[src/rtl/irq_nest_pkg.sv]
`timescale 1ns/1ps
package irq_nest_pkg;
  localparam int unsigned DATA_W = 32;

  typedef enum logic [1:0] {
    NEST_OFF     = 2'd0,
    NEST_GLOBAL  = 2'd1,
    NEST_PERHOST = 2'd2,
    NEST_MANUAL  = 2'd3
  } nest_mode_e;

  localparam int unsigned OFS_CTRL  = 0;
  localparam int unsigned OFS_EN    = 1;
  localparam int unsigned OFS_STAT  = 2;
  localparam int unsigned OFS_GLVL  = 3;
  localparam int unsigned OFS_FLVL  = 4;
  localparam int unsigned OFS_NLVL  = 5;
  localparam int unsigned OFS_FIDX  = 6;
  localparam int unsigned OFS_NIDX  = 7;
  localparam int unsigned OFS_MAP   = 16;
endpackage

[src/rtl/irq_src_status.sv]
`timescale 1ns/1ps
module irq_src_status #(
  parameter int unsigned NUM_SRC = 32
) (
  input  logic               clk_i,
  input  logic               rst_ni,
  input  logic [NUM_SRC-1:0] src_i,
  input  logic [NUM_SRC-1:0] clr_i,
  output logic [NUM_SRC-1:0] status_o
);
  logic [NUM_SRC-1:0] prev_q;
  logic [NUM_SRC-1:0] stat_q;
  logic [NUM_SRC-1:0] edge_set;

  assign edge_set = src_i & ~prev_q;

  always_ff @(posedge clk_i or negedge rst_ni) begin
    if (!rst_ni) begin
      prev_q <= '0;
      stat_q <= '0;
    end else begin
      prev_q <= src_i;
      stat_q <= (stat_q & ~clr_i) | edge_set;
    end
  end

  assign status_o = stat_q;

  for (genvar g = 0; g < NUM_SRC; g++) begin : g_chk

    edge_sets_chk: assert property (@(posedge clk_i) disable iff (!rst_ni)
      $rose(src_i[g]) |=> status_o[g]);

    clear_only_chk: assert property (@(posedge clk_i) disable iff (!rst_ni)
      (clr_i[g] && !edge_set[g]) |=> !status_o[g]);
  end
endmodule

[src/rtl/irq_prio_pick.sv]
`timescale 1ns/1ps
module irq_prio_pick #(
  parameter int unsigned NUM_SRC    = 32,
  parameter int unsigned NUM_CHAN   = 16,
  parameter int unsigned FAST_CHANS = 2,
  parameter bit          FAST_HOST  = 1'b1,
  localparam int unsigned CH_W  = $clog2(NUM_CHAN),
  localparam int unsigned LVL_W = $clog2(NUM_CHAN + 1),
  localparam int unsigned IDX_W = $clog2(NUM_SRC)
) (
  input  logic                           clk_i,
  input  logic                           rst_ni,
  input  logic [NUM_SRC-1:0]             pend_i,
  input  logic [NUM_SRC-1:0][CH_W-1:0]   chan_i,
  input  logic [LVL_W-1:0]               level_i,
  output logic                           valid_o,
  output logic [IDX_W-1:0]               idx_o,
  output logic [CH_W-1:0]                chan_o
);
  logic [NUM_SRC-1:0] on_host;
  logic [NUM_SRC-1:0] elig;

  for (genvar g = 0; g < NUM_SRC; g++) begin : g_elig
    if (FAST_HOST) begin : g_fast
      assign on_host[g] = 32'(chan_i[g]) < FAST_CHANS;
    end else begin : g_norm
      assign on_host[g] = 32'(chan_i[g]) >= FAST_CHANS;
    end
    assign elig[g] = pend_i[g] && on_host[g] && (LVL_W'(chan_i[g]) < level_i);
  end

  always_comb begin
    valid_o = 1'b0;
    idx_o   = '0;
    chan_o  = '0;
    for (int i = 0; i < NUM_SRC; i++) begin
      if (elig[i] && (!valid_o || chan_i[i] < chan_o)) begin
        valid_o = 1'b1;
        idx_o   = IDX_W'(i);
        chan_o  = chan_i[i];
      end
    end
  end


  unmasked_pick_chk: assert property (@(posedge clk_i) disable iff (!rst_ni)
    (level_i == LVL_W'(NUM_CHAN)) |-> (valid_o == |(pend_i & on_host)));

  below_level_chk: assert property (@(posedge clk_i) disable iff (!rst_ni)
    valid_o |-> (LVL_W'(chan_o) < level_i));
endmodule

[src/rtl/irq_nest_regs.sv]
`timescale 1ns/1ps
module irq_nest_regs
  import irq_nest_pkg::*;
#(
  parameter int unsigned NUM_SRC  = 32,
  parameter int unsigned NUM_CHAN = 16,
  parameter int unsigned ADDR_W   = 8,
  localparam int unsigned CH_W  = $clog2(NUM_CHAN),
  localparam int unsigned LVL_W = $clog2(NUM_CHAN + 1),
  localparam int unsigned IDX_W = $clog2(NUM_SRC)
) (
  input  logic                         clk_i,
  input  logic                         rst_ni,
  input  logic                         reg_wr_i,
  input  logic                         reg_rd_i,
  input  logic [ADDR_W-1:0]            reg_addr_i,
  input  logic [DATA_W-1:0]            reg_wdata_i,
  output logic [DATA_W-1:0]            reg_rdata_o,
  input  logic [NUM_SRC-1:0]           status_i,
  input  logic                         f_valid_i,
  input  logic [IDX_W-1:0]             f_idx_i,
  input  logic [CH_W-1:0]              f_chan_i,
  input  logic                         n_valid_i,
  input  logic [IDX_W-1:0]             n_idx_i,
  input  logic [CH_W-1:0]              n_chan_i,
  output logic [NUM_SRC-1:0]           enable_o,
  output logic [NUM_SRC-1:0][CH_W-1:0] map_o,
  output logic [NUM_SRC-1:0]           clr_o,
  output logic [LVL_W-1:0]             f_level_o,
  output logic [LVL_W-1:0]             n_level_o
);
  localparam logic [LVL_W-1:0] LVL_OPEN = LVL_W'(NUM_CHAN);
  localparam logic [CH_W-1:0]  CH_LAST  = CH_W'(NUM_CHAN - 1);

  nest_mode_e               mode_q;
  logic [NUM_SRC-1:0]       en_q;
  logic [NUM_SRC-1:0][CH_W-1:0] map_q;
  logic [LVL_W-1:0]         glvl_q, flvl_q, nlvl_q;
  logic [DATA_W-1:0]        rdata_q, rd_mux;

  logic wr_ctrl, wr_en, wr_stat, wr_glvl, wr_flvl, wr_nlvl;
  logic ack_f, ack_n;
  logic raise_g_f, raise_g_n, raise_f, raise_n;
  logic unused_wdata;

  assign unused_wdata = ^reg_wdata_i;

  assign wr_ctrl = reg_wr_i && (reg_addr_i == ADDR_W'(OFS_CTRL));
  assign wr_en   = reg_wr_i && (reg_addr_i == ADDR_W'(OFS_EN));
  assign wr_stat = reg_wr_i && (reg_addr_i == ADDR_W'(OFS_STAT));
  assign wr_glvl = reg_wr_i && (reg_addr_i == ADDR_W'(OFS_GLVL));
  assign wr_flvl = reg_wr_i && (reg_addr_i == ADDR_W'(OFS_FLVL));
  assign wr_nlvl = reg_wr_i && (reg_addr_i == ADDR_W'(OFS_NLVL));
  assign ack_f   = reg_rd_i && (reg_addr_i == ADDR_W'(OFS_FIDX));
  assign ack_n   = reg_rd_i && (reg_addr_i == ADDR_W'(OFS_NIDX));

  assign raise_g_f = ack_f && f_valid_i && (mode_q == NEST_GLOBAL);
  assign raise_g_n = ack_n && n_valid_i && (mode_q == NEST_GLOBAL);
  assign raise_f   = ack_f && f_valid_i && (mode_q == NEST_PERHOST);
  assign raise_n   = ack_n && n_valid_i && (mode_q == NEST_PERHOST);

  assign clr_o = wr_stat ? reg_wdata_i[NUM_SRC-1:0] : '0;

  always_ff @(posedge clk_i or negedge rst_ni) begin
    if (!rst_ni) begin
      mode_q <= NEST_OFF;
      en_q   <= '0;
      glvl_q <= LVL_OPEN;
      flvl_q <= LVL_OPEN;
      nlvl_q <= LVL_OPEN;
    end else begin
      if (wr_ctrl) mode_q <= nest_mode_e'(reg_wdata_i[1:0]);
      if (wr_en)   en_q   <= reg_wdata_i[NUM_SRC-1:0];
      if (wr_glvl)        glvl_q <= reg_wdata_i[LVL_W-1:0];
      else if (raise_g_f) glvl_q <= LVL_W'(f_chan_i);
      else if (raise_g_n) glvl_q <= LVL_W'(n_chan_i);
      if (wr_flvl)        flvl_q <= reg_wdata_i[LVL_W-1:0];
      else if (raise_f)   flvl_q <= LVL_W'(f_chan_i);
      if (wr_nlvl)        nlvl_q <= reg_wdata_i[LVL_W-1:0];
      else if (raise_n)   nlvl_q <= LVL_W'(n_chan_i);
    end
  end

  for (genvar g = 0; g < NUM_SRC; g++) begin : g_map
    always_ff @(posedge clk_i or negedge rst_ni) begin
      if (!rst_ni) begin
        map_q[g] <= CH_LAST;
      end else if (reg_wr_i && reg_addr_i == ADDR_W'(OFS_MAP + g)) begin
        map_q[g] <= reg_wdata_i[CH_W-1:0];
      end
    end
  end

  always_comb begin
    rd_mux = '0;
    unique case (reg_addr_i)
      ADDR_W'(OFS_CTRL): rd_mux = DATA_W'(mode_q);
      ADDR_W'(OFS_EN):   rd_mux = DATA_W'(en_q);
      ADDR_W'(OFS_STAT): rd_mux = DATA_W'(status_i);
      ADDR_W'(OFS_GLVL): rd_mux = DATA_W'(glvl_q);
      ADDR_W'(OFS_FLVL): rd_mux = DATA_W'(flvl_q);
      ADDR_W'(OFS_NLVL): rd_mux = DATA_W'(nlvl_q);
      ADDR_W'(OFS_FIDX): rd_mux = f_valid_i ? DATA_W'(f_idx_i) : {1'b1, {(DATA_W-1){1'b0}}};
      ADDR_W'(OFS_NIDX): rd_mux = n_valid_i ? DATA_W'(n_idx_i) : {1'b1, {(DATA_W-1){1'b0}}};
      default: begin
        for (int i = 0; i < NUM_SRC; i++) begin
          if (reg_addr_i == ADDR_W'(OFS_MAP + i)) rd_mux = DATA_W'(map_q[i]);
        end
      end
    endcase
  end

  always_ff @(posedge clk_i or negedge rst_ni) begin
    if (!rst_ni)       rdata_q <= '0;
    else if (reg_rd_i) rdata_q <= rd_mux;
  end

  always_comb begin
    unique case (mode_q)
      NEST_OFF:     begin f_level_o = LVL_OPEN; n_level_o = LVL_OPEN; end
      NEST_PERHOST: begin f_level_o = flvl_q;   n_level_o = nlvl_q;   end
      default:      begin f_level_o = glvl_q;   n_level_o = glvl_q;   end
    endcase
  end

  assign reg_rdata_o = rdata_q;
  assign enable_o    = en_q;
  assign map_o       = map_q;


  global_raise_chk: assert property (@(posedge clk_i) disable iff (!rst_ni)
    (ack_f && f_valid_i && mode_q == NEST_GLOBAL && !wr_glvl) |=> glvl_q == LVL_W'($past(f_chan_i)));

  perhost_iso_chk: assert property (@(posedge clk_i) disable iff (!rst_ni)
    (ack_f && mode_q == NEST_PERHOST && !wr_nlvl) |=> $stable(nlvl_q));

  manual_hold_chk: assert property (@(posedge clk_i) disable iff (!rst_ni)
    (mode_q == NEST_MANUAL && !wr_glvl) |=> $stable(glvl_q));

  empty_ack_chk: assert property (@(posedge clk_i) disable iff (!rst_ni)
    (ack_n && !n_valid_i) |=> reg_rdata_o[DATA_W-1]);

  rdata_hold_chk: assert property (@(posedge clk_i) disable iff (!rst_ni)
    !reg_rd_i |=> $stable(reg_rdata_o));
endmodule

[src/rtl/irq_nest_ctrl.sv]
`timescale 1ns/1ps
module irq_nest_ctrl
  import irq_nest_pkg::*;
#(
  parameter int unsigned NUM_SRC    = 32,
  parameter int unsigned NUM_CHAN   = 16,
  parameter int unsigned FAST_CHANS = 2,
  parameter int unsigned ADDR_W     = 8
) (
  input  logic               clk_i,
  input  logic               rst_ni,
  input  logic [NUM_SRC-1:0] src_irq_i,
  input  logic               reg_wr_i,
  input  logic               reg_rd_i,
  input  logic [ADDR_W-1:0]  reg_addr_i,
  input  logic [31:0]        reg_wdata_i,
  output logic [31:0]        reg_rdata_o,
  output logic               fast_irq_o,
  output logic               norm_irq_o
);
  localparam int unsigned CH_W  = $clog2(NUM_CHAN);
  localparam int unsigned LVL_W = $clog2(NUM_CHAN + 1);
  localparam int unsigned IDX_W = $clog2(NUM_SRC);

  logic [NUM_SRC-1:0]           status, enable, clr, pend;
  logic [NUM_SRC-1:0][CH_W-1:0] map;
  logic [LVL_W-1:0]             f_level, n_level;
  logic                         f_valid, n_valid;
  logic [IDX_W-1:0]             f_idx, n_idx;
  logic [CH_W-1:0]              f_chan, n_chan;

  irq_src_status #(.NUM_SRC(NUM_SRC)) u_status (
    .clk_i, .rst_ni, .src_i(src_irq_i), .clr_i(clr), .status_o(status)
  );

  assign pend = status & enable;

  irq_prio_pick #(.NUM_SRC(NUM_SRC), .NUM_CHAN(NUM_CHAN), .FAST_CHANS(FAST_CHANS),
                  .FAST_HOST(1'b1)) u_pick_fast (
    .clk_i, .rst_ni, .pend_i(pend), .chan_i(map), .level_i(f_level),
    .valid_o(f_valid), .idx_o(f_idx), .chan_o(f_chan)
  );

  irq_prio_pick #(.NUM_SRC(NUM_SRC), .NUM_CHAN(NUM_CHAN), .FAST_CHANS(FAST_CHANS),
                  .FAST_HOST(1'b0)) u_pick_norm (
    .clk_i, .rst_ni, .pend_i(pend), .chan_i(map), .level_i(n_level),
    .valid_o(n_valid), .idx_o(n_idx), .chan_o(n_chan)
  );

  irq_nest_regs #(.NUM_SRC(NUM_SRC), .NUM_CHAN(NUM_CHAN), .ADDR_W(ADDR_W)) u_regs (
    .clk_i, .rst_ni, .reg_wr_i, .reg_rd_i, .reg_addr_i, .reg_wdata_i, .reg_rdata_o,
    .status_i(status),
    .f_valid_i(f_valid), .f_idx_i(f_idx), .f_chan_i(f_chan),
    .n_valid_i(n_valid), .n_idx_i(n_idx), .n_chan_i(n_chan),
    .enable_o(enable), .map_o(map), .clr_o(clr),
    .f_level_o(f_level), .n_level_o(n_level)
  );

  assign fast_irq_o = f_valid;
  assign norm_irq_o = n_valid;


  fast_src_chk: assert property (@(posedge clk_i) disable iff (!rst_ni)
    fast_irq_o |-> |(status & enable));

  norm_src_chk: assert property (@(posedge clk_i) disable iff (!rst_ni)
    norm_irq_o |-> |(status & enable));
endmodule

[config.mk]
export PLATFORM = sky130hd
export DESIGN_NAME = irq_nest_ctrl
export DESIGN_NICKNAME = d
export VERILOG_FILES = /design/src/rtl/irq_nest_pkg.sv /design/src/rtl/irq_src_status.sv /design/src/rtl/irq_prio_pick.sv /design/src/rtl/irq_nest_regs.sv /design/src/rtl/irq_nest_ctrl.sv
export SDC_FILE = /design/constraint.sdc
export NUM_CORES = 1
export LEC_CHECK = 0
export ABC_AREA = 1
export BUFFER_PORTS_ARGS = -buffer_cell sky130_fd_sc_hd__buf_2
export CORE_MARGIN = 2
export CORE_UTILIZATION = 50
export DETAILED_ROUTE_END_ITERATION = 12
export GPL_TIMING_DRIVEN = 1
export PLACE_DENSITY_LB_ADDON = 0.08
export SLEW_MARGIN = 0
export SYNTH_ARGS = -nofsm -noshare
export SYNTH_HDL_FRONTEND = slang
export SYNTH_HIERARCHICAL = 1
export SYNTH_SLANG_ARGS = --single-unit
[constraint.sdc]
create_clock -name clk_i -period 46.5 [get_ports clk_i]
set_clock_uncertainty 0.15 [all_clocks]
set_input_delay 2.325 -clock clk_i [delete_from_list [all_inputs] [get_ports clk_i]]
set_output_delay 2.325 -clock clk_i [all_outputs]
set_load 0.05 [all_outputs]
Word level (Yosys, flattened, before mapping)

Index checks and enable logic that the tools add are counted.

Logic and storage cells: 877
Input bits: 76
Register bits: 273

$lt $le $gt $ge: 190
Muxes and demuxes: 235
Bitwise gates (word level): 6
Reduce and logical (&&, ||, !) cells: 365
Equal/unequal tests: 41

Operator list:

| cell                                                               | count |
|---|---|
| two-way mux 4 bit                                                  | 112 |
| < comparator 4 x 5 -> 1 bit                                        | 64 |
| one-hot mux 32 bit (8 select lines)                                | 1 |
| < comparator 4 bit                                                 | 62 |
| logical AND 1 bit                                                  | 236 |
| two-way mux 5 bit                                                  | 39 |
| equality test 8 x 5 -> 1 bit (second input constant)               | 16 |
| equality test 8 x 6 -> 1 bit (second input constant)               | 16 |
| greater-or-equal comparator 4 x 2 -> 1 bit (second input constant) | 32 |
| < comparator 4 x 2 -> 1 bit (second input constant)                | 32 |
| bitwise AND 32 bit                                                 | 3 |
| two-way mux 32 bit                                                 | 3 |
| two-way mux 1 bit                                                  | 66 |
| inverter 32 bit                                                    | 2 |
| logical NOT 1 bit                                                  | 62 |
| logical OR 1 bit                                                   | 62 |
| equality test 8 x 3 -> 1 bit (second input constant)               | 4 |
| OR 32 bit                                                          | 1 |
| two-way mux 3 bit                                                  | 8 |
| one-hot mux 5 bit (2 select lines)                                 | 2 |
| equality test 8 x 2 -> 1 bit (second input constant)               | 2 |
| equality test 8 x 1 -> 1 bit (second input constant)               | 1 |
| logical NOT 8 bit                                                  | 1 |
| two-way mux 2 bit                                                  | 4 |
| other kinds (5)                                                    | 6 |

Logic depth before layout (Yosys ltp)

Word-level depth: 134
Depth in mapped cells: 301
Depth with buffers taken out: 300

Modules after synthesis

The synthesis kept the hierarchy.

By module, submodules not included:

| module                       | sequential area each (um^2) | instances | cells an instance | area each (um^2) |
|---|---|---|---|---|
| irq_nest_regs                | 5393.9                      | 1         | 1272              | 10174.8 |
| irq_prio_pick at u_pick_norm | 0.0                         | 1         | 1497              | 8230.4 |
| irq_prio_pick at u_pick_fast | 0.0                         | 1         | 966               | 5587.9 |
| irq_src_status               | 1601.5                      | 1         | 224               | 2202.1 |
| irq_nest_ctrl                | 0.0                         | 1         | 64                | 240.2 |

Worst setup path before layout

OpenSTA, ideal clock, no wires.

Path type: register -> register
From: register u_regs.mode_q[0]
To: register u_regs.rdata_q[1] (netlist: u_regs/reg_rdata_o[1])
Stages on the path, launching flop included: 264
Path buffers: 2
Slack: 16.155 ns
Clock period less this slack: 30.345 ns
Data arrival time: 30.077 ns
Required time: 46.232 ns
Path through: dfrtp_1 inv_1 clkbuf_1 o22ai_1 inv_1 ha_1 nand2_1 inv_1 nand2_1 nand2_1 nand2_1 nand2_1 nor2_1 inv_1 ha_1 a21oi_1 nand2_1 nand2_2 [228 not listed] nand2_2 nand2_2 nand2_1 o21ai_0 ha_1 nand2_1 inv_1 nand2_1 nand2_1 nand2_4 nand2_4 nand3_1 a221oi_1 nand3_1 nand2_1 inv_1 nand2_1 nand2_1

Cells in the longest elaborated chain, start to end: 131
Elaborated cells between the ends (all ways): 569
Those cells by class: order compare: 126; eq/ne: 1; mux: 191; reduce/logical: 251

Ends and longest elaborated chain:

| item                                                     | line                 | source |
|---|---|---|
| start: declaration                                       | irq_nest_regs.sv:35  | `nest_mode_e mode_q;` |
| start signal: assignment                                 | irq_nest_regs.sv:72  | `if (wr_ctrl) mode_q <= nest_mode_e'(reg_wdata_i[1:0]);` |
| equality test 2 bit or logical NOT 2 bit (tied branches) | irq_nest_regs.sv:119 | `unique case (mode_q)` |
| one-hot mux 5 bit (2 select lines) *                     | irq_nest_regs.sv:119 |  |
| net n_level[2]                                           | irq_nest_ctrl.sv:27  | `logic [LVL_W-1:0] f_level, n_level;` |
| < comparator 4 x 5 -> 1 bit                              | irq_prio_pick.sv:29  | `assign elig[g] = pend_i[g] && on_host[g] && (LVL_W'(chan_i[g]) < level_i);` |
| logical AND 1 bit                                        | irq_prio_pick.sv:29  |  |
| two-way mux 4 bit or two-way mux 1 bit (tied branches)   | irq_prio_pick.sv:37  | `if (elig[i] && (!valid_o \|\| chan_i[i] < chan_o)) begin` |
| < comparator 4 bit or logical NOT 1 bit (tied branches)  | irq_prio_pick.sv:37  |  |
| logical OR 1 bit                                         | irq_prio_pick.sv:37  |  |
| [117 not listed]                                         | -                    |  |
| two-way mux 4 bit or two-way mux 1 bit (tied branches)   | irq_prio_pick.sv:37  |  |
| < comparator 4 bit or logical NOT 1 bit (tied branches)  | irq_prio_pick.sv:37  |  |
| logical OR 1 bit                                         | irq_prio_pick.sv:37  |  |
| logical AND 1 bit                                        | irq_prio_pick.sv:37  |  |
| two-way mux 5 bit *                                      | irq_prio_pick.sv:37  |  |
| net n_idx[1]                                             | irq_nest_ctrl.sv:29  | `logic [IDX_W-1:0] f_idx, n_idx;` |
| two-way mux 32 bit *                                     | irq_nest_regs.sv:104 | `ADDR_W'(OFS_NIDX): rd_mux = n_valid_i ? DATA_W'(n_idx_i) : {1'b1, {(DATA_W-1){1'b0}}};` |
| one-hot mux 32 bit (8 select lines) *                    | irq_nest_regs.sv:96  | `unique case (reg_addr_i)` |
| end signal: assignment                                   | irq_nest_regs.sv:115 | `else if (reg_rd_i) rdata_q <= rd_mux;` |
| end: declaration                                         | irq_nest_regs.sv:39  | `logic [DATA_W-1:0] rdata_q, rd_mux;` |

Mark *: on every way through the listed nets, which the timed path passes. The rest lies on a longest branch.
A chain may end at the register's enable or synchronous reset.

Worst setup path after layout

From: register u_regs.mode_q[1]
To: register u_regs.rdata_q[1] (netlist: u_regs/reg_rdata_o[1])

Same word-level chain as after synthesis.

==> results.cfg <==
[outcome]
status = finished clean

[placed_design]
hpwl_mm = 63.6
place_ws_ns = 11.75
dp.cells = 4835
gp_congestion = 0.975
portBuffers = 109

[critical_path]
r2r-start = u_regs/mode_q[1]
cp-end-kind = flop
worstReg2RegEnd = u_regs/reg_rdata_o[1]
path_class = flop to flop
rrSetupSlack_ns = 11.23
reg2reg_depth = 261
cp_data_required_time_ns = 46.81
worst_ep_arrival_time_ns = 35.58
crit_fanout = 11
slowest_delay_ns = 0.48
crit_slowest_cell = nor2_1
crit_path_start_kind = flop
cpMostUsedCell = nand2_1
crit_start = u_regs/mode_q[1]

[synth]
postSynthCellCount = 4023
synth_area_leaders = nand2_1 17%, ha_1 14%, dfrtp_1 13%
ys_ff_latch = 273
synth_top_area_share_pct = 17.4
yosys.area.top_type = nand2_1
synth_xor_area_share_pct = 0
yosysWarnings = 6
synth_mux_area_share_pct = 0.170
yosysSeqAreaShare_pct = 26.5
synth_fa_ha_area_share_pct = 13.6
synth_compound_area_share_pct = 13.4
avgSynthCellArea_um2 = 6.57
synth_top_family_by_area = simple AND/OR/NAND/NOR gates
synth-simple-area-share_pct = 36.6
mappedNetlistArea_um2 = 26400
synth_cell_types = 46

[grt]
grt_max_degree = 77
grt_overflow = 0
grt.total_usage_pct = 31.9
use_met3_pct = 6.70
gr-usage-met1_pct = 46.3
grt_pass1_vias = 23900
grt_pass1_wl_mm = 136
grt-busiest-layer = met2
antenna_found_initial = 3
met2_usage_pct = 47.7

[clock_tree]
holdBufCountCts = 0
cts_sinks = 273
cts_tree = yes
htree_levels = 2
clock_latency_ns = 0.57
cts.repair.resized = 0
post_cts_buffers = 0
cts_buffer_depth = 3
clk_pin_slew_ns = 0.06
root_buffer = clkbuf_16
numCtsBuffers = 35

[floorplan]
ios = 110
initial_utilization_pct = 50.4
placementRows = 84
core_area_um2 = 52400
die_y_um = 234
die-area_um2 = 54700
die_w_um = 234

[timing]
slew_viol_final = 0
min_period_ns = 35.27
fin_setup_tns_ns = 0
tightest_slew_ns = 1.11
fmax_mhz = 28.4
slew-limit-headroom_pct = 25.7
min_period_over_period_pct = 75.9
timing.final.ws_setup_ns = 11.23
finalSetupViolCount = 0
hold_viol = 0
grt_setup_unrepaired = false

[layout]
area_growth_pct = 10.6
final_cells = 4898
drive_gt1_share_pct = 15.1
diodes = 0
layout.nets = 4548
post-route-util_pct = 55.7

[power]
power_mw = 0.851
p_leak_nw = 15.4
p_per_area_nw_per_um2 = 29.1
peakVddDrop_mv = 0.0317

[detailed_routing]
drc = 0
wl_per_cell_um = 17.9
num_vias = 26300
drt-initial-drc-count = 2442
drt-pass1-iter-count = 6
drt-total-wl_mm = 87.5
ant_nets = 0
routed_via_density = 5.37

[hold_path]
worstHoldStart = u_status/prev_q[17]
min_to = u_status/status_o[17]
hold_class = flop to flop
hold_depth = 3

[job]
maxCapViolCount = 0
[layout make-up]
| cell class | instances | area, um2 |
|---|---|---|
| clock inverter | 13 | 211 |
| fill | 5295 | 23200 |
| timing repair buffer | 134 | 743 |
| tap | 688 | 861 |
| sequential | 273 | 7000 |
| clock buffer | 50 | 1000 |
| multi-input combinational | 3130 | 17100 |
| inverter | 610 | 2290 |
[cells by family after synthesis]
logic type / Yosys count
multiplexers: 4
other: 2
adder cells (fa/ha/maj): 288
flip-flops: 273
AND/OR/NAND/NOR: 2167
AO/OA/AOI/OAI: 620
buffers and inverters: 669
[critical path, delay by kind of cell (launching register included)]
family / cells / cell delay [ns]
AOI/OAI and AO/OA: 58 / 11.29
adders and majority gates: 32 / 9.64
buffers and inverters: 51 / 3.19
DFF: 1 / 0.39
and+or+nand+nor: 120 / 10.43
[worst max path at each step]
stage	to	slack [ns]
CTS	u_regs/reg_rdata_o[2]	11.69
global route	u_regs/reg_rdata_o[1]	7.70
detailed placement	u_regs/reg_rdata_o[2]	11.75
floorplan	u_regs/reg_rdata_o[1]	16.16
finish	u_regs/reg_rdata_o[1]	11.23
global placement	u_regs/reg_rdata_o[1]	12.87
[through the flow]
step | hold slack (ns) | area, um2
CTS | 0.310 | 29200
finish | 0.304 | 29200
detailed placement | 0.310 | 28000
global route | 0.341 | 29200
floorplan | 0.300 | 26600
global placement | 0.304 | 28000
[Yosys cell counts, drive strengths merged]
cell and instances:
inv 603, dfrtp 142, a22o 26, nand3 258, conb 2, buf 24
a21o 1, o211ai 6, and2 2, a221oi 8, a21oi 200, a31oi 4
nor4 26, o221ai 6, a311oi 2, o21bai 83, mux2 4, nor3b 1
nand2 1413, ha 288, nand4 53, o211a 5, o21a 1, nand3b 27
nor3 46, clkinv 7, dfstp 131, or2 52, clkbuf 35, nor2 289
o21ai 255, o22ai 23
[state kept, by name, indices dropped and copies added (netlist names)]
register            count
u_status/status_o      32
u_regs/reg_rdata_o     32
u_regs/glvl_q           5
u_regs/enable_o        32
u_status/prev_q        32
u_regs/map_o          128
u_regs/nlvl_q           5
u_regs/flvl_q           5
u_regs/mode_q           2
[layer usage]
metal	share of wire, %	wire length (um)	vias up
met5	0.043	38	-
met4	3.0	2660	6
met3	8.9	7770	151
met2	41	36200	910
met1	47	40800	11900
li1	-	-	13300
[where the power goes]
group | internal (mW) | switching, mW | leakage (nW)
Combinational | 0.105 | 0.187 | 11.8
Clock | 0.175 | 0.116 | 0.588
Sequential | 0.252 | 0.0170 | 3.04
[placed cells by master, fill, tap and decap left out, types with 131 or more instances in the layout]
master	n
inv_1	562
ha_1	288
o21ai_0	253
a21oi_1	198
nand3_1	257
nand2_1	1221
dfrtp_1	142
nor2_1	271
dfstp_2	131
nand2_2	162
Power figures use the tool's default switching activity.
